**config.mk**
```make
export PLATFORM = sky130hd
export DESIGN_NAME = crc_byte_regs
export DESIGN_NICKNAME = d
export VERILOG_FILES = /design/src/rtl/crc_byte_regs_pkg.sv /design/src/rtl/crc_byte_step.sv /design/src/rtl/crc_write_decode.sv /design/src/rtl/crc_state_reg.sv /design/src/rtl/crc_byte_regs.sv
export SDC_FILE = /design/constraint.sdc
export NUM_CORES = 1
export LEC_CHECK = 0
export ABC_CLOCK_PERIOD_IN_PS = 4000
export BUFFER_PORTS_ARGS = -buffer_cell sky130_fd_sc_hd__buf_2
export CAP_MARGIN = 20
export CORE_ASPECT_RATIO = 1.4
export CORE_MARGIN = 2
export CORE_UTILIZATION = 67
export CTS_BUF_LIST = sky130_fd_sc_hd__clkbuf_4
export DETAILED_ROUTE_END_ITERATION = 16
export PLACE_DENSITY = 0.88
export SLEW_MARGIN = 30
export SYNTH_ARGS = -nofsm -noshare
export SYNTH_HDL_FRONTEND = slang
export SYNTH_SLANG_ARGS = --single-unit
```
**constraint.sdc**
```tcl
create_clock -name clk -period 4 [get_ports clk]
set_input_delay 0.4 -clock clk [delete_from_list [all_inputs] [get_ports clk]]
set_output_delay 0.4 -clock clk [all_outputs]
set_load 0.05 [all_outputs]
```
**src/rtl/crc_byte_regs_pkg.sv**
```systemverilog
// Package: shared widths, polynomials and reset value for the CRC register window.
// Assumes a byte-wide bus and a state no wider than 32 bits.
package crc_byte_regs_pkg;
    localparam int BYTE_W     = 8;
    localparam int STATE_W    = 32;
    localparam int NUM_REGS   = STATE_W / BYTE_W;
    localparam int OFF_W      = $clog2(NUM_REGS);
    localparam int NARROW_W   = 16;
    localparam logic [STATE_W-1:0]  POLY_WIDE   = 32'h04C1_1DB7;
    localparam logic [NARROW_W-1:0] POLY_NARROW = 16'h1021;
    localparam logic [STATE_W-1:0]  STATE_RESET = '1;
    localparam logic [OFF_W-1:0]    DATA_OFFSET = OFF_W'(NUM_REGS - 1);

    typedef logic [BYTE_W-1:0]   byte_t;
    typedef logic [STATE_W-1:0]  state_t;
    typedef logic [NUM_REGS-1:0] byte_en_t;
endpackage

```
**src/rtl/crc_byte_step.sv**
```systemverilog
// Module: crc_byte_step
// Advances an MSB-first CRC of width WIDTH by one input byte. The byte is
// XORed into the top bits and then shifted one bit per stage. The stages
// are unrolled, so the whole update is combinational.
// Assumes WIDTH >= BYTE_W; no reflection and no output XOR.
module crc_byte_step
    import crc_byte_regs_pkg::*;
#(
    parameter int               WIDTH = 32,
    parameter logic [WIDTH-1:0] POLY  = '0
) (
    input  logic [WIDTH-1:0] crc_in,
    input  byte_t            data_in,
    output logic [WIDTH-1:0] crc_out
);
    localparam int STAGES = BYTE_W;

    logic [WIDTH-1:0] chain [STAGES+1];

    // Seed the chain with the input byte aligned to the top of the register.
    always_comb begin
        chain[0] = crc_in ^ {data_in, {(WIDTH-BYTE_W){1'b0}}};
    end

    for (genvar s = 0; s < STAGES; s++) begin : g_stage
        // One shift step: shift left and apply the polynomial if the top bit was set.
        always_comb begin
            chain[s+1] = chain[s][WIDTH-1] ? ((chain[s] << 1) ^ POLY)
                                           : (chain[s] << 1);
        end
    end

    assign crc_out = chain[STAGES];
endmodule

```
**src/rtl/crc_write_decode.sv**
```systemverilog
// Module: crc_write_decode
// Turns a bus write into either per-byte seed enables or a data strobe,
// depending on the seed-load control. In data mode only the last offset
// is accepted; the other offsets produce no action.
module crc_write_decode
    import crc_byte_regs_pkg::*;
(
    input  logic             clk,
    input  logic             rst_n,
    input  logic             wr_en,
    input  logic             seed_load,
    input  logic [OFF_W-1:0] addr,
    output byte_en_t         seed_en,
    output logic             data_stb
);
    // Seed enables: one-hot on the addressed byte while seed loading is selected.
    for (genvar k = 0; k < NUM_REGS; k++) begin : g_en
        always_comb begin
            seed_en[k] = wr_en && seed_load && (addr == OFF_W'(k));
        end
    end

    // Data strobe: a data-mode write that hits the data offset.
    always_comb begin
        data_stb = wr_en && !seed_load && (addr == DATA_OFFSET);
    end

    // at most one byte of the seed is written per cycle
    p_seed_onehot_r2: assert property (@(posedge clk) disable iff (!rst_n)
        $onehot0(seed_en));

    // seed loading and data feeding never happen together
    p_mode_excl_r3: assert property (@(posedge clk) disable iff (!rst_n)
        !(data_stb && (|seed_en)));
endmodule

```
**src/rtl/crc_state_reg.sv**
```systemverilog
// Module: crc_state_reg
// Holds the 32-bit CRC state. It applies seed byte loads and data updates.
// In narrow mode only the low half is rewritten by data.
// Assumes the decode never raises a seed enable and the data strobe in the
// same cycle. Reset is synchronous and active low.
module crc_state_reg
    import crc_byte_regs_pkg::*;
(
    input  logic                clk,
    input  logic                rst_n,
    input  byte_en_t            seed_en,
    input  logic                data_stb,
    input  logic                wide_mode,
    input  byte_t               wr_data,
    input  state_t              next_wide,
    input  logic [NARROW_W-1:0] next_narrow,
    output state_t              state
);
    state_t state_d;

    // Next-state selection: data update, seed byte merge, or hold.
    always_comb begin
        state_d = state;
        if (data_stb) begin
            if (wide_mode) begin
                state_d = next_wide;
            end else begin
                state_d[NARROW_W-1:0] = next_narrow;
            end
        end else begin
            for (int k = 0; k < NUM_REGS; k++) begin
                if (seed_en[k]) begin
                    state_d[(NUM_REGS-1-k)*BYTE_W +: BYTE_W] = wr_data;
                end
            end
        end
    end

    // State register with synchronous active-low reset to all ones.
    always_ff @(posedge clk) begin
        if (!rst_n) begin
            state <= STATE_RESET;
        end else begin
            state <= state_d;
        end
    end

    // nothing moves the state without a seed load or a data strobe
    p_hold_idle_r9: assert property (@(posedge clk) disable iff (!rst_n)
        (!data_stb && !(|seed_en)) |=> $stable(state));

    // a narrow data update keeps the upper half
    p_upper_keep_r5: assert property (@(posedge clk) disable iff (!rst_n)
        (data_stb && !wide_mode) |=> $stable(state[STATE_W-1:NARROW_W]));

    for (genvar k = 0; k < NUM_REGS; k++) begin : g_chk
        // a seed enable lands the bus byte in the mapped byte lane
        p_seed_lane_r2: assert property (@(posedge clk) disable iff (!rst_n)
            seed_en[k] |=> (state[(NUM_REGS-1-k)*BYTE_W +: BYTE_W] == $past(wr_data)));
    end
endmodule

```
**src/rtl/crc_byte_regs.sv**
```systemverilog
// Module: crc_byte_regs (top)
// Byte-wide CRC register window with four data registers. Writes load the
// seed or feed bytes, as the seed-load control selects. Reads return the
// addressed state byte with no delay.
// Assumes one access per cycle and a synchronous active-low reset.
module crc_byte_regs
    import crc_byte_regs_pkg::*;
(
    input  logic       clk,
    input  logic       rst_n,
    input  logic       wr_en,
    input  logic       rd_en,
    input  logic [1:0] addr,
    input  logic [7:0] wr_data,
    input  logic       seed_load,
    input  logic       wide_mode,
    output logic [7:0] rd_data
);
    byte_en_t            seed_en;
    logic                data_stb;
    state_t              state;
    state_t              next_wide;
    logic [NARROW_W-1:0] next_narrow;

    crc_write_decode u_decode (
        .clk       (clk),
        .rst_n     (rst_n),
        .wr_en     (wr_en),
        .seed_load (seed_load),
        .addr      (addr),
        .seed_en   (seed_en),
        .data_stb  (data_stb)
    );

    crc_byte_step #(.WIDTH(STATE_W), .POLY(POLY_WIDE)) u_step_wide (
        .crc_in  (state),
        .data_in (wr_data),
        .crc_out (next_wide)
    );

    crc_byte_step #(.WIDTH(NARROW_W), .POLY(POLY_NARROW)) u_step_narrow (
        .crc_in  (state[NARROW_W-1:0]),
        .data_in (wr_data),
        .crc_out (next_narrow)
    );

    crc_state_reg u_state (
        .clk         (clk),
        .rst_n       (rst_n),
        .seed_en     (seed_en),
        .data_stb    (data_stb),
        .wide_mode   (wide_mode),
        .wr_data     (wr_data),
        .next_wide   (next_wide),
        .next_narrow (next_narrow),
        .state       (state)
    );

    // Read mux: pick the addressed byte lane; return zero when not reading.
    always_comb begin
        rd_data = '0;
        if (rd_en) begin
            rd_data = state[(NUM_REGS-1-int'(addr))*BYTE_W +: BYTE_W];
        end
    end

    // a data-mode write below the data offset leaves the state alone
    p_ignore_low_r3: assert property (@(posedge clk) disable iff (!rst_n)
        (wr_en && !seed_load && (addr != DATA_OFFSET)) |=> $stable(state));

    // no read strobe, no read data
    p_quiet_read_r6: assert property (@(posedge clk) disable iff (!rst_n)
        !rd_en |-> (rd_data == 8'h00));
endmodule

```
==> results.json <==
{
  "synth_edf_count": 0,
  "grt_first_pass_wirelength_mm": 11.9,
  "postSynthAreaPerCell_sq_um": 8.89,
  "clock_skew_ns": 0.0117,
  "detail_route.wirelength.met1_mm": 2.83,
  "antenna_found_initial": 0,
  "setup_viol_count_final": 0,
  "gp_routability_congestion": 0.931,
  "final.setup.worst_slack_ns": 1.71,
  "power.leakage_nw": 1.15,
  "std_cell_rows": 28,
  "timing.fmax_ghz": 0.436,
  "ir_drop_mv": 0.194,
  "pin_count_of_the_biggest_net_entering_global_routing": 29,
  "worstReg2RegStart": "u_state.state[28]",
  "ys_warn_count": 0,
  "critical_path.max_fanout": 5,
  "cts.path.max_buffers": 2,
  "routed.top_layer": "met4",
  "vias": 2464,
  "dp_hpwl_mm": 5.13,
  "grt_pass1_vias": 2331,
  "cts-resized-gates": 0,
  "holdBufCountCts": 0,
  "timing.final.hold_violations": 0,
  "cts_sinks": 32,
  "nets": 347,
  "placed_instances": 369,
  "dominantRegCellSynth": "dfxtp_1",
  "reg2reg_slack_ns": 1.71,
  "clk_transition_reported_paths_ns": 0.11,
  "synth_cells": 322,
  "critPathCaptureType": "flop",
  "critical_path_required_ns": 4.21,
  "fp.coreArea_sq_um": 4170,
  "outcome": "finished, final reports clean",
  "crit_slowest_cell": "xnor2_1",
  "cts-root-buf": "clkbuf_4",
  "timing.critical_path.cells": "xnor2_1 > xnor2_2 > xnor3_1 > a21oi_1 > xnor2_1 > o221ai_1",
  "final.setup.tns_ns": 0,
  "rsz0062_at_grt": "false",
  "critical_path_arrival_ns": 2.50,
  "dieWidth_um": 59.2,
  "design.portCount": 24,
  "clk_latency_ns": 0.36,
  "reg2reg_depth": 6,
  "area_growth_syn_to_layout_pct": 3.54,
  "cts_made_buffers": 5,
  "design.die.area_sq_um": 4820,
  "tritoncts": "yes",
  "reg.largest.list": "u_state.state (32)",
  "mappedNetlistNets": 338,
  "setup.worst_path.start_class": "flop",
  "max_flop_register": "u_state.state",
  "dr.first_iter.drc_count": 261,
  "final_core_utilization": 0.711,
  "layout.cells.non_filler": 376,
  "worst_slew_margin_rel": 0.493,
  "wl_met2_mm": 3.71,
  "holdCritPathClass": "in -> reg",
  "timing.max_cap.violations": 0,
  "synthArstFlopShare": 0,
  "timing.critical_path.slowest_cell_delay_ns": 0.57,
  "ant_nets": 0,
  "synth_area_sq_um": 2860,
  "maxSlewViolCount": 0,
  "dr.pass1.iters": 5,
  "placement.setup.worst_slack_ns": 1.38,
  "effective_utilization_at_floorplan": 0.686,
  "power_density_nw_per_um2": 346,
  "detail_route.wirelength_mm": 7.33,
  "hold_ws_ns": 0.386,
  "detail_routed_via_count_per_cell": 6.55,
  "post_synthesis_register_bit_count": 32,
  "numPortBuffers": 23,
  "gr-total-overflow": 0,
  "grt_usage": 0.332,
  "antennaDiodeCount": 0,
  "r2r_end": "u_state.state[14]",
  "route.detailed.drc": 0,
  "number_of_flip_flops_under_the_largest_register_name": 32,
  "start_to_end_type_of_the_worst_setup_path": "reg -> reg",
  "htree_levels": 2,
  "worstSetupEndpoint": "u_state.state[14]",
  "drive_above_1_share": 0.148,
  "wl_per_cell_um": 19.5,
  "synthDistinctLibCells": 47,
  "tightestPinTransition_ns": 0.759,
  "met3RoutedLength_um": 538,
  "post_cts_buffers": 0,
  "yosysSeqAreaShare": 0.224,
  "finalCriticalPeriod_ns": 2.29,
  "die_h_um": 81.3,
  "cpMostUsedCell": "xnor2_1",
  "worst_setup_sp": "u_state.state[28]",
  "layout_worst_path_cycle_share": 0.574
}
## logic make-up (layout without fill, tap and decap cells)
family / after synthesis / count (layout) / share of synthesized area
xor gates and xnor gates: 94 / 94 / 0.339
AOI/OAI and AO/OA: 76 / 76 / 0.175
and+or+nand+nor: 74 / 74 / 0.114
DFF: 32 / 32 / 0.224
buffers and inverters: 29 / 38 / 0.0542
muxes: 17 / 17 / 0.0944
## worst min-delay path by stage
| stage | depth (start not counted) | from | to |
|---|---|---|---|
| 6_report | 3 | wr_data[6] | u_state.state[6] |
| 5_1_grt | 3 | wr_data[4] | u_state.state[12] |
| 4_1_cts | 3 | wr_data[6] | u_state.state[6] |
| 3_5_place_dp | 2 | u_state.state[18] | u_state.state[18] |
| 3_3_place_gp | 2 | u_state.state[17] | u_state.state[17] |
| 2_1_floorplan | 1 | u_state.state[22] | u_state.state[22] |
## critical path: cells and delay by family, from the launching register on
kind / cells / cell delay [ns]
compound gates: 2 / 0.33
xor+xnor: 4 / 1.44
flops: 1 / 0.37
## area by class of cell
cell class              count  area (sq um)
well taps                  45          56.3
clock inverters             2          7.51
clock buffers               5          37.5
inverters                   6          22.5
repair buffers             25           130
multi-input cells         261          2070
flip-flops and latches     32           641
fillers                   338          1210
## synthesized netlist by cell type (2+ instances only)
| master | instances | share of area |
|---|---|---|
| o2111ai_1 | 2 | 0.0061 |
| inv_1 | 5 | 0.0066 |
| xor2_4 | 2 | 0.019 |
| buf_2 | 3 | 0.0052 |
| nor2_1 | 15 | 0.020 |
| nand3_1 | 4 | 0.0070 |
| a31oi_1 | 2 | 0.0044 |
| clkbuf_1 | 12 | 0.016 |
| xor2_1 | 21 | 0.064 |
| xnor3_1 | 2 | 0.016 |
| xnor2_1 | 62 | 0.19 |
| mux2i_1 | 9 | 0.031 |
| dfxtp_1 | 32 | 0.22 |
| nand2b_1 | 2 | 0.0044 |
| xnor2_2 | 4 | 0.023 |
| buf_1 | 2 | 0.0026 |
| o21ai_0 | 18 | 0.031 |
| clkbuf_8 | 3 | 0.014 |
| a211o_1 | 4 | 0.012 |
| a21boi_0 | 2 | 0.0052 |
| a21oi_1 | 17 | 0.030 |
| nand2_1 | 39 | 0.051 |
| and2_1 | 10 | 0.022 |
| o211ai_1 | 17 | 0.045 |
| a211oi_1 | 3 | 0.0079 |
| o311ai_0 | 2 | 0.0061 |
| mux4_2 | 8 | 0.063 |
## metal layers
| layer | GRT usage | up-vias |
|---|---|---|
| met2 | 0.532 | 124 |
| met3 | 0.0605 | 27 |
| li1 | - | 1136 |
| met1 | 0.416 | 1177 |
| met5 | 0 | - |
| met4 | 0.177 | 0 |
## report_power, final
part	switching, W	internal (W)	leakage, nW
registers	0.0000228	0.000335	0.262
logic	0.000267	0.000221	0.865
clock network	0.000120	0.0000612	0.0261
total	0.000409	0.000617	1.15
## placed cells by master, fill, tap and decap left out, types with 5 or more instances in the layout
master and n:
nor2_1 15, nand2_1 39, buf_2 23, and2_1 10, o21ai_0 18, mux4_2 8, clkbuf_4 5, mux2i_1 9
inv_1 5, xnor2_1 62, xor2_1 21, a21oi_1 17, dfxtp_1 32, o211ai_1 17
## per-stage QoR
step / power [W] / instance area, sq um
2_1_floorplan: 0.000756 / 2860
3_3_place_gp: 0.000834 / 2920
4_1_cts: 0.00102 / 2960
3_5_place_dp: 0.000843 / 2920
5_1_grt: 0.00108 / 2960
6_report: 0.00103 / 2960
Power figures use the tool's default switching activity.
